==> src/rtl/rd_status_mux.sv <==
module rd_status_mux #(
  parameter int DW = 16
) (
  input  logic          clk,
  input  logic          rst_n,
  input  logic          busy_i,
  input  logic [DW-1:0] last_word_i,
  input  logic          ce_n,
  input  logic          oe_n,
  input  logic [DW-1:0] array_data_i,
  output logic [DW-1:0] rd_data_o
);

  localparam int NB = DW / 8;

  logic          rd_act;
  logic          rd_act_q;
  logic          tgl_q;
  logic [DW-1:0] stat_word;

  assign rd_act = ~ce_n & ~oe_n;

  always_ff @(posedge clk) begin
    if (!rst_n) begin
      rd_act_q <= 1'b0;
      tgl_q    <= 1'b0;
    end else begin
      rd_act_q <= rd_act;
      if (busy_i && rd_act && !rd_act_q)
        tgl_q <= ~tgl_q;
    end
  end

  for (genvar b = 0; b < NB; b++) begin : g_lane
    assign stat_word[b*8 +: 6] = last_word_i[b*8 +: 6];
    assign stat_word[b*8 + 6]  = tgl_q;
    assign stat_word[b*8 + 7]  = ~last_word_i[b*8 + 7];
  end

  assign rd_data_o = busy_i ? stat_word : array_data_i;

endmodule


==> config.mk <==
export PLATFORM = sky130hd
export DESIGN_NAME = rd_status_mux
export DESIGN_NICKNAME = d
export VERILOG_FILES = /design/src/rtl/rd_status_mux.sv
export SDC_FILE = /design/constraint.sdc
export NUM_CORES = 1
export LEC_CHECK = 0
export BUFFER_PORTS_ARGS = -buffer_cell sky130_fd_sc_hd__buf_2
export CORE_UTILIZATION = 24
export DETAILED_ROUTE_END_ITERATION = 8
export PLACE_DENSITY_LB_ADDON = 0.2
export SLEW_MARGIN = 15
export SYNTH_ARGS = -nofsm -noshare
export SYNTH_HDL_FRONTEND = slang
export SYNTH_SLANG_ARGS = --single-unit
==> constraint.sdc <==
create_clock -name clk -period 1.1 [get_ports clk]
set_input_delay 0.275 -clock clk [delete_from_list [all_inputs] [get_ports clk]]
set_output_delay 0.275 -clock clk [all_outputs]
set_load 0.005 [all_outputs]
Word-level counts from Yosys, hierarchy flattened --
Cells that the tools add are included.
Word-level totals: flip-flop bits (word level) 2, input port bits 37, output and inout bits 16, word-level logic and storage cells 12
Cells by class: bitwise gates (word level) 6, reduce and logical (&&, ||, !) cells 3, multiplexer cells 1
Operators with widths (number):
- two-way mux 16 bit | 1
- NOT 1 bit | 5
- logical AND 1 bit | 2
- bitwise AND 1 bit | 1
- zero test 1 bit | 1

Longest topological paths before layout --
Gate-level depths: netlist of run 1.
depth after elaboration 4, gate-level depth with buffers 4, gate-level depth less buffers 2

Worst setup path after synthesis of run 1 --
No wires, ideal clock.
kind input-to-output, from in busy_i, to out rd_data_o[10], stages 3, data required time 0.825 ns, arrival time 0.821 ns, buffers on the path 2, path slack 0.004 ns, path through buf_6 -> buf_12 -> mux2_4
On the way: cells in the longest elaborated chain, start to end 1
RTL lines:
- start: declaration | line 6 | input logic busy_i,
- two-way mux 16 bit | line 40 | assign rd_data_o = busy_i ? stat_word : array_data_i;
- end: declaration | line 11 | output logic [DW-1:0] rd_data_o
No other way between the ends.

Worst setup path after layout of run 1 --
from in busy_i, to out rd_data_o[13]
Same word-level chain as after synthesis.

==> metrics, run 1 <==
top-level port count 53; minimum setup slack after placement -148.1 ps; DRT iter0 DRCs 3; unrepaired setup endpoints after global routing true; ys flop type sky130_fd_sc_hd__dfxtp_1; data required time of the critical path between 800 and 900 ps; Worst Tran Pin Value 200.9 ps; cell occurring most often along the worst timing path sky130_fd_sc_hd__buf_6; part of the total power dissipated in sequential elements 15.5%; largest fanout on the critical path 4; 1st-pass router iterations 2; CTS H-tree lvls 1; number of buffers on the longest clock path 2; via count of the routed design 438; total die area 1507 sq um; average size of a mapped cell roughly 11 sq um; failing checks setup timing; largest net degree at the start of global routing 7; Detail Placement HPWL roughly 840 microns; setup violators final 16; worst vdd rail ir drop between 0.5 and 0.6 mV; final routed DRC violation total 0; gpl congestion 0.6404; number of global-route vias before repair 372; clock group share of total power between 30% and 40%; clock transition at the registers of the reported paths about 30 ps; starting utilization of the core area 27.43%; height of the die slightly below 40 microns; leading area contributor after synthesis sky130_fd_sc_hd__mux2_2; cell at the root of the clock tree sky130_fd_sc_hd__clkbuf_4; floorplan die width slightly below 40 microns; wire length of the first global-routing pass between 1000 and 1500 microns; final net count between 100 and 150; port buffer count 50; Clock Sink Count 2; number of CTS-inserted buffers 3; library cell contributing the largest single delay on the critical path sky130_fd_sc_hd__mux2_4; worst hold-check path type in2reg; area inside the core boundary roughly 1200 sq um; smallest setup slack after layout -101.9 ps; sequential cell area fraction in the yosys report between 10% and 20%; Max-cap violations 0; internal power 0.0003890 W; Clock Latency Late Sink about 220 ps; total global routing track utilization 15.20%; most frequent cells after synthesis 7 x sky130_fd_sc_hd__mux2_2, 5 x sky130_fd_sc_hd__mux2_4, 4 x sky130_fd_sc_hd__inv_1; Mapped Nets 67; switching part of the total between 20% and 30%; Yosys warnings 0; slowest stage delay, CP about 300 ps; power density over the cells between 600 and 700 nW/um^2; Util after Layout ~64%; CP Cell Sequence buf_8 -> buf_6 -> mux2_4 -> buf_6; cell leakage power between 0.4 and 0.5 nW; number of hold violations in the final report 0; Crit Path Category in2out; count of state elements after synthesis 2; Cell Area, Synth about 330 sq um; row cnt 12; initial antenna violation count 0; timing-limited maximum frequency ~830 MHz; post-synthesis cell count 30; wire length after detailed routing approximately 1200 microns; Tcrit/Tclk final 109.3%; count of final max-slew check failures 0; fraction of post-synthesis cell area in the top cell type by area between 20% and 30%; share of total power in combinational logic between 50% and 60%; synth top area cells sky130_fd_sc_hd__mux2_2 24%, sky130_fd_sc_hd__mux2_4 23%, sky130_fd_sc_hd__dfxtp_1 12%; remaining max-slew budget at the tightest pin 86.55%; most common cell in the synthesized netlist sky130_fd_sc_hd__mux2_2; number of buffers inserted by post-CTS setup repair 0; switching power summed over all nets roughly 0.00013 W; Async S/R FF share, synth 0%; result of the run complete, but fails checks; count of inserted antenna diode cells 0; endpoint kind of the worst setup timing path output pin; endpoint arrival time on the critical path approximately 930 ps; Area growth, synth to finish 132.7%; setup skew after layout about 0.63 ps; synth unique cells 12; routed length per placed instance about 12 microns; ANT nets after route 0; clock tree from TritonCTS yes; routed vias/inst roughly 4.4; Setup crit start kind primary input; share of layout cells above drive strength 1 approximately 86%; Period minus WS final around 1200 ps; Post-synth EDFFs 0; GRT Residual Overflow 0
## layer usage
metal / track usage, % / wire length [microns] / vias up
li1: - / - / 218
met1: 12.63 / 370 / 201
met2: 30.00 / 712 / 19
met3: 4.046 / 77 / 0
met4: 10.34 / 0 / 0
met5: 0 / 0 / -
## metrics by stage
stage	std cells	hold WS, ps	TNS (ps)	power [W]	instance area [sq um]
3_5_place_dp	97	467.4	-2022	0.0002884	611.8
5_1_grt	100	261.9	-1426	0.0005488	757.0
4_1_cts	100	253.2	-1155	0.0005055	720.7
6_report	100	262.8	-1194	0.0005171	757.0
2_1_floorplan	30	350.1	0	0.0001758	325.3
3_3_place_gp	97	461.5	-2015	0.0002864	611.8
## state kept, by name, indices dropped and copies added (netlist names)
register / cells
rd_act_q: 1
tgl_q: 1
## final timing paths
kind,startpoint,end,slack [ps],cells past startpoint
hold reg to reg,tgl_q,tgl_q,480,2
hold / removal,oe_n,rd_act_q,260,2
setup / recovery,busy_i,rd_data_o[13],-100,4
setup reg to reg,rd_act_q,tgl_q,300,2
## logic make-up after synthesis
group,count (synthesis),share of synthesized area [%]
AO/OA/AOI/OAI,2,3.077
flip-flops,2,12.31
AND/OR/NAND/NOR,5,13.85
buffers and inverters,6,14.23
multiplexers,15,56.54
## placed cells by master, fill, tap and decap left out
cell type / instances
sky130_fd_sc_hd__mux2i_1: 3
sky130_fd_sc_hd__inv_1: 4
sky130_fd_sc_hd__nand2_1: 1
sky130_fd_sc_hd__buf_6: 14
sky130_fd_sc_hd__nand2b_1: 1
sky130_fd_sc_hd__buf_2: 39
sky130_fd_sc_hd__mux2_4: 11
sky130_fd_sc_hd__nor4b_4: 1
sky130_fd_sc_hd__o21ai_2: 1
sky130_fd_sc_hd__clkbuf_4: 3
sky130_fd_sc_hd__nand2_4: 1
sky130_fd_sc_hd__mux2_2: 1
sky130_fd_sc_hd__dfxtp_1: 1
sky130_fd_sc_hd__buf_8: 1
sky130_fd_sc_hd__dfxtp_2: 1
sky130_fd_sc_hd__o21ai_1: 1
sky130_fd_sc_hd__buf_12: 1
sky130_fd_sc_hd__nor3b_1: 1
## power groups by stage
stage	Combinational, W	Clock (W)	Sequential [W]
global route	0.000297	0.000171	0.0000807
finish	0.000278	0.000159	0.0000803
CTS	0.000254	0.000171	0.0000805
detailed placement	0.000208	0	0.0000799
global placement	0.000207	0	0.0000798
floorplan	0.0000962	0	0.0000795
## worst max-delay path, delay by kind of cell
family | cells | cell delay (ps)
buf+inv | 3 | 350
mux | 1 | 300
## cell type report
cell class	instances	area (sq um)
fillers	106	429.2
repair buffers	55	387.9
multi-input cells	22	272.8
flip-flops and latches	2	41.29
clock buffers	3	22.52
well taps	14	17.52
inverters	4	15.01
## repair_timing
action / in CTS / in global routing
setup endpoints to repair: 16 / 16
gates resized for setup: 22 / 7
gates cloned: 0 / 0
hold buffers: 0 / 0
pin swaps: 2 / 0
No activity file was read; power rests on OpenSTA's default activity.
==> run 2, diff against run 1 <==
--- a/config.mk
+++ b/config.mk
@@ -6,8 +6,9 @@
 export NUM_CORES = 1
 export LEC_CHECK = 0
 export BUFFER_PORTS_ARGS = -buffer_cell sky130_fd_sc_hd__buf_2
-export CORE_UTILIZATION = 24
+export CORE_AREA = 2 2 39 41
 export DETAILED_ROUTE_END_ITERATION = 8
+export DIE_AREA = 0 0 41 43
 export PLACE_DENSITY_LB_ADDON = 0.2
 export SLEW_MARGIN = 15
 export SYNTH_ARGS = -nofsm -noshare
==> constraint.sdc (replaced) <==
create_clock -name clk -period 1.5 [get_ports clk]
set_input_delay 0.375 -clock clk [delete_from_list [all_inputs] [get_ports clk]]
set_output_delay 0.375 -clock clk [all_outputs]
set_load 0.005 [all_outputs]
==> metrics, run 2 (synthesis results as in run 1) <==
CP Cell Sequence buf_2 -> buf_12 -> mux2_2 -> buf_2; power density over the cells 518.4 nW/um^2; number of hold violations in the final report 0; slowest stage delay, CP about 330 ps; routed length per placed instance about 9.3 microns; Setup crit start kind primary input; largest fanout on the critical path 7; total global routing track utilization a little over a tenth; routed vias/inst about 4.2; via count of the routed design just over 400; Most Used Layer, Global Route met2; DRT iter0 DRCs 0; number of cells after detailed placement 96; number of standard cells in the layout, taps in and fillers out 99; worst vdd rail ir drop ~0.23 mV; Worst Tran Pin Value roughly 200 ps; row cnt 14; cell at the root of the clock tree sky130_fd_sc_hd__clkbuf_4; clock tree from TritonCTS yes; setup TNS 0 ps; Tcrit/Tclk final 97.38%; Period minus WS final between 1000 and 1500 ps; registers with the most flip-flops rd_act_q: 1 flops, tgl_q: 1 flops; Min-Delay Startpoint oe_n; wire length of the first global-routing pass around 1300 microns; Clock Latency Late Sink around 220 ps; cell leakage power approximately 0.37 nW; final routed DRC violation total 0; library cell contributing the largest single delay on the critical path sky130_fd_sc_hd__mux2_2; GRT Residual Overflow 0; DP Area about 600 sq um; count of inserted antenna diode cells 0; final net count ~120; Clock Sink Count 2; cell occurring most often along the worst timing path sky130_fd_sc_hd__buf_2; unrepaired setup endpoints after global routing false; share of layout cells above drive strength 1 81.93%; top-level port count 53; data required time of the critical path 1120 ps; largest net degree at the start of global routing 12; remaining max-slew budget at the tightest pin 86.65%; cell depth of the worst hold path 2; initial antenna violation count 0; post-cts resize count 0; number of global-route vias before repair 367; Area growth, synth to finish 92.69%; worst reg-to-reg path cell count 2; worst r2r src rd_act_q; met2 Resource Use GR about 18%; clock transition at the registers of the reported paths ~30 ps; Detail Placement HPWL roughly 830 microns; gpl congestion 0.6454; number of buffers on the longest clock path 2; count of final max-slew check failures 0; most common library cell in the layout ignoring fill and taps sky130_fd_sc_hd__buf_2; setup skew after layout between 1 and 1.5 ps; hold buffers post-CTS 0; wire length after detailed routing approximately 900 microns; fraction of met1 tracks used by global routing a little under an eighth; area inside the core boundary approximately 1400 sq um; total die area 1763 sq um; Crit Path Category in2out; number of buffers inserted by post-CTS setup repair 0; setup violators final 0; result of the run finished clean; Max-cap violations 0; CTS H-tree lvls 1; endpoint arrival time on the critical path ~1100 ps; worst hold-check path type in2reg; endpoint kind of the worst setup timing path output pin; floorplan die width between 40 and 50 microns; height of the die between 40 and 50 microns; starting utilization of the core area 23.51%; top library cells by usage in the layout, fill and taps aside 50 x sky130_fd_sc_hd__buf_2, 7 x sky130_fd_sc_hd__mux2_2, 5 x sky130_fd_sc_hd__mux2_4, 4 x sky130_fd_sc_hd__inv_1; 1st-pass router iterations 1; number of CTS-inserted buffers 3; worst-case register-to-register setup slack 710 ps; Critical R2R Capture tgl_q; hold-critical path endpoint rd_act_q; ANT nets after route 0; timing-limited maximum frequency 684.6 MHz; design area around 630 sq um; met3 GRT Util less than 1%; port buffer count 50
run 2: changes by cell type in the layout (fill, tap and decap cells not counted), sizes merged:
cell / before / now
buf: 55 / 52
run 2: layer usage:
| layer | part of all wire [%] | up-vias |
|---|---|---|
| met4 | 0 | 0 |
| met2 | 53 | 19 |
| met1 | 36 | 182 |
| met5 | 0 | - |
| met3 | 11 | 0 |
| li1 | - | 212 |
run 2: worst max-delay path by stage:
stage	startpoint	end	slack (ps)	cells past startpoint
finish	busy_i	rd_data_o[4]	40	4
global route	busy_i	rd_data_o[3]	10	4
floorplan	busy_i	rd_data_o[10]	200	3
detailed placement	busy_i	rd_data_o[4]	40	4
global placement	busy_i	rd_data_o[4]	40	4
CTS	busy_i	rd_data_o[4]	40	4
run 2: through the flow:
step,setup WS [ps],total power [W],util [%],hold slack [ps]
after detailed placement,37.11,0.0002109,43.67,464.7
after floorplan,203.8,0.0001289,-,442.9
after global placement,35.42,0.0002093,43.67,460.6
after CTS,35.46,0.0003374,45.30,354.6
final,39.34,0.0003249,45.30,364.8
after global routing,13.11,0.0003553,45.30,366.4
run 2: report_power, final:
group          internal [W]  switching (W)
registers         0.0000563     0.00000159
clock network     0.0000880      0.0000285
logic              0.000100      0.0000502
run 2: worst max-delay path: cells and delay by family:
family / cells / cell delay [ps]
buffers and inverters: 3 / 380
muxes: 1 / 330
run 2: cell type report:
type,instances,area [sq um]
Fill cell,135,757.0
Inverter,4,15.01
Timing Repair Buffer,52,290.3
Multi-Input combinational cell,22,239.0
Clock buffer,3,22.52
Sequential cell,2,40.04
Tap cell,16,20.02
==> run 3, diff against run 2 <==
--- a/config.mk
+++ b/config.mk
@@ -7,6 +7,7 @@
 export LEC_CHECK = 0
 export BUFFER_PORTS_ARGS = -buffer_cell sky130_fd_sc_hd__buf_2
 export CORE_AREA = 2 2 39 41
+export CTS_BUF_LIST = sky130_fd_sc_hd__clkbuf_8
 export DETAILED_ROUTE_END_ITERATION = 8
 export DIE_AREA = 0 0 41 43
 export PLACE_DENSITY_LB_ADDON = 0.2
==> metrics, run 3 (synthesis results as in run 1) <==
routed vias/inst ~4.2; largest net degree at the start of global routing 12; minimum setup slack after placement approximately 37 ps; row cnt 14; Fill cells between 100 and 150; port buffer count 50; height of the die between 40 and 50 microns; Clock Latency Late Sink between 200 and 250 ps; setup violators final 0; top-level port count between 50 and 60; final routed DRC violation total 0; Most Used Layer, Global Route met2; timing-limited maximum frequency roughly 680 MHz; wire length after detailed routing ~930 microns; setup TNS 0 ps; power density over the cells about 650 nW/um^2; count of inserted antenna diode cells 0; largest fanout on the critical path 7; GRT Residual Overflow 0; design area approximately 650 sq um; number of global-route vias before repair ~370; routed length per placed instance 9.404 microns; post-cts resize count 0; total die area around 1800 sq um; unrepaired setup endpoints after global routing false; floorplan die width a little over 40 microns; starting utilization of the core area 23.51%; DP Area 604.3 sq um; registers with the most flip-flops rd_act_q: 1 flops, tgl_q: 1 flops; data required time of the critical path 1120 ps; Period minus WS final ~1500 ps; Area growth, synth to finish 98.46%; ANT nets after route 0; number of CTS-inserted buffers 3; top library cells by usage in the layout, fill and taps aside 50 x sky130_fd_sc_hd__buf_2, 7 x sky130_fd_sc_hd__mux2_2, 5 x sky130_fd_sc_hd__mux2_4, 4 x sky130_fd_sc_hd__inv_1; DRT iter0 DRCs 0; initial antenna violation count 0; result of the run finished clean; cell leakage power about 0.38 nW; cell at the root of the clock tree sky130_fd_sc_hd__clkbuf_8; Max-cap violations 0; share of layout cells above drive strength 1 81.93%; final net count between 100 and 150; area inside the core boundary 1384 sq um; smallest setup slack after layout approximately 39 ps; fraction of met1 tracks used by global routing approximately 12%; most common library cell in the layout ignoring fill and taps sky130_fd_sc_hd__buf_2; endpoint kind of the worst setup timing path output pin; remaining max-slew budget at the tightest pin between 80% and 90%; met2 Resource Use GR 18.44%; endpoint arrival time on the critical path between 1000 and 1500 ps; Worst Tran Pin Value approximately 200 ps; hold buffers post-CTS 0; Clock Sink Count 2; Crit Path Category in2out; Setup crit start kind primary input; number of buffers on the longest clock path 2; count of final max-slew check failures 0; total global routing track utilization 11.33%; number of hold violations in the final report 0; met3 GRT Util around 2.1%; clock transition at the registers of the reported paths about 30 ps; number of buffers inserted by post-CTS setup repair 0; Tcrit/Tclk final approximately 97%; 1st-pass router iterations 1; clock tree from TritonCTS yes; via count of the routed design 414; wire length of the first global-routing pass 1359 microns; worst hold-check path type in2reg; setup skew after layout approximately 0.83 ps; gpl congestion ~0.65; Detail Placement HPWL 828.3 microns; CTS H-tree lvls 1; worst vdd rail ir drop between 0.3 and 0.4 mV
run 3: critical path, cell delays in order:
cell                     delay [ps]
sky130_fd_sc_hd__buf_2          130
sky130_fd_sc_hd__buf_12         120
sky130_fd_sc_hd__mux2_2         330
sky130_fd_sc_hd__buf_2          130
run 3: final timing paths:
| kind | endpoint | slack [ps] | start | cells past startpoint |
|---|---|---|---|---|
| max | rd_data_o[4] | 40 | busy_i | 4 |
| max reg2reg | tgl_q | 700 | rd_act_q | 2 |
| min | rd_act_q | 380 | oe_n | 2 |
| min reg2reg | tgl_q | 470 | tgl_q | 2 |
run 3: report_power, final:
part / internal (W) / switching [W] / total, W
combinational: 0.000100 / 0.0000504 / 0.000151
sequential: 0.0000563 / 0.00000159 / 0.0000579
clock: 0.000169 / 0.0000391 / 0.000209
run 3: per-stage QoR:
stage / total power, W / std cells / util, % / hold WS (ps)
detailed placement: 0.0002109 / 96 / 43.67 / 464.7
global placement: 0.0002093 / 96 / 43.67 / 460.6
global route: 0.0004487 / 99 / 46.65 / 382.8
CTS: 0.0004289 / 99 / 46.65 / 373.7
finish: 0.0004171 / 99 / 46.65 / 378.1
floorplan: 0.0001289 / 30 / - / 442.9
run 3: routing by layer:
layer  part of all wire [%]  wire (microns)
met5                      0               0
met4                      0               0
met3                     11              99
met2                     53             494
met1                     36             337
run 3: final cells by class:
class,instances,area [sq um],share of cell area (%)
clock buffers,3,41.29,6.395
inverters,4,15.01,2.326
multi-input cells,22,239.0,37.02
flip-flops and latches,2,40.04,6.202
well taps,16,20.02,3.101
repair buffers,52,290.3,44.96
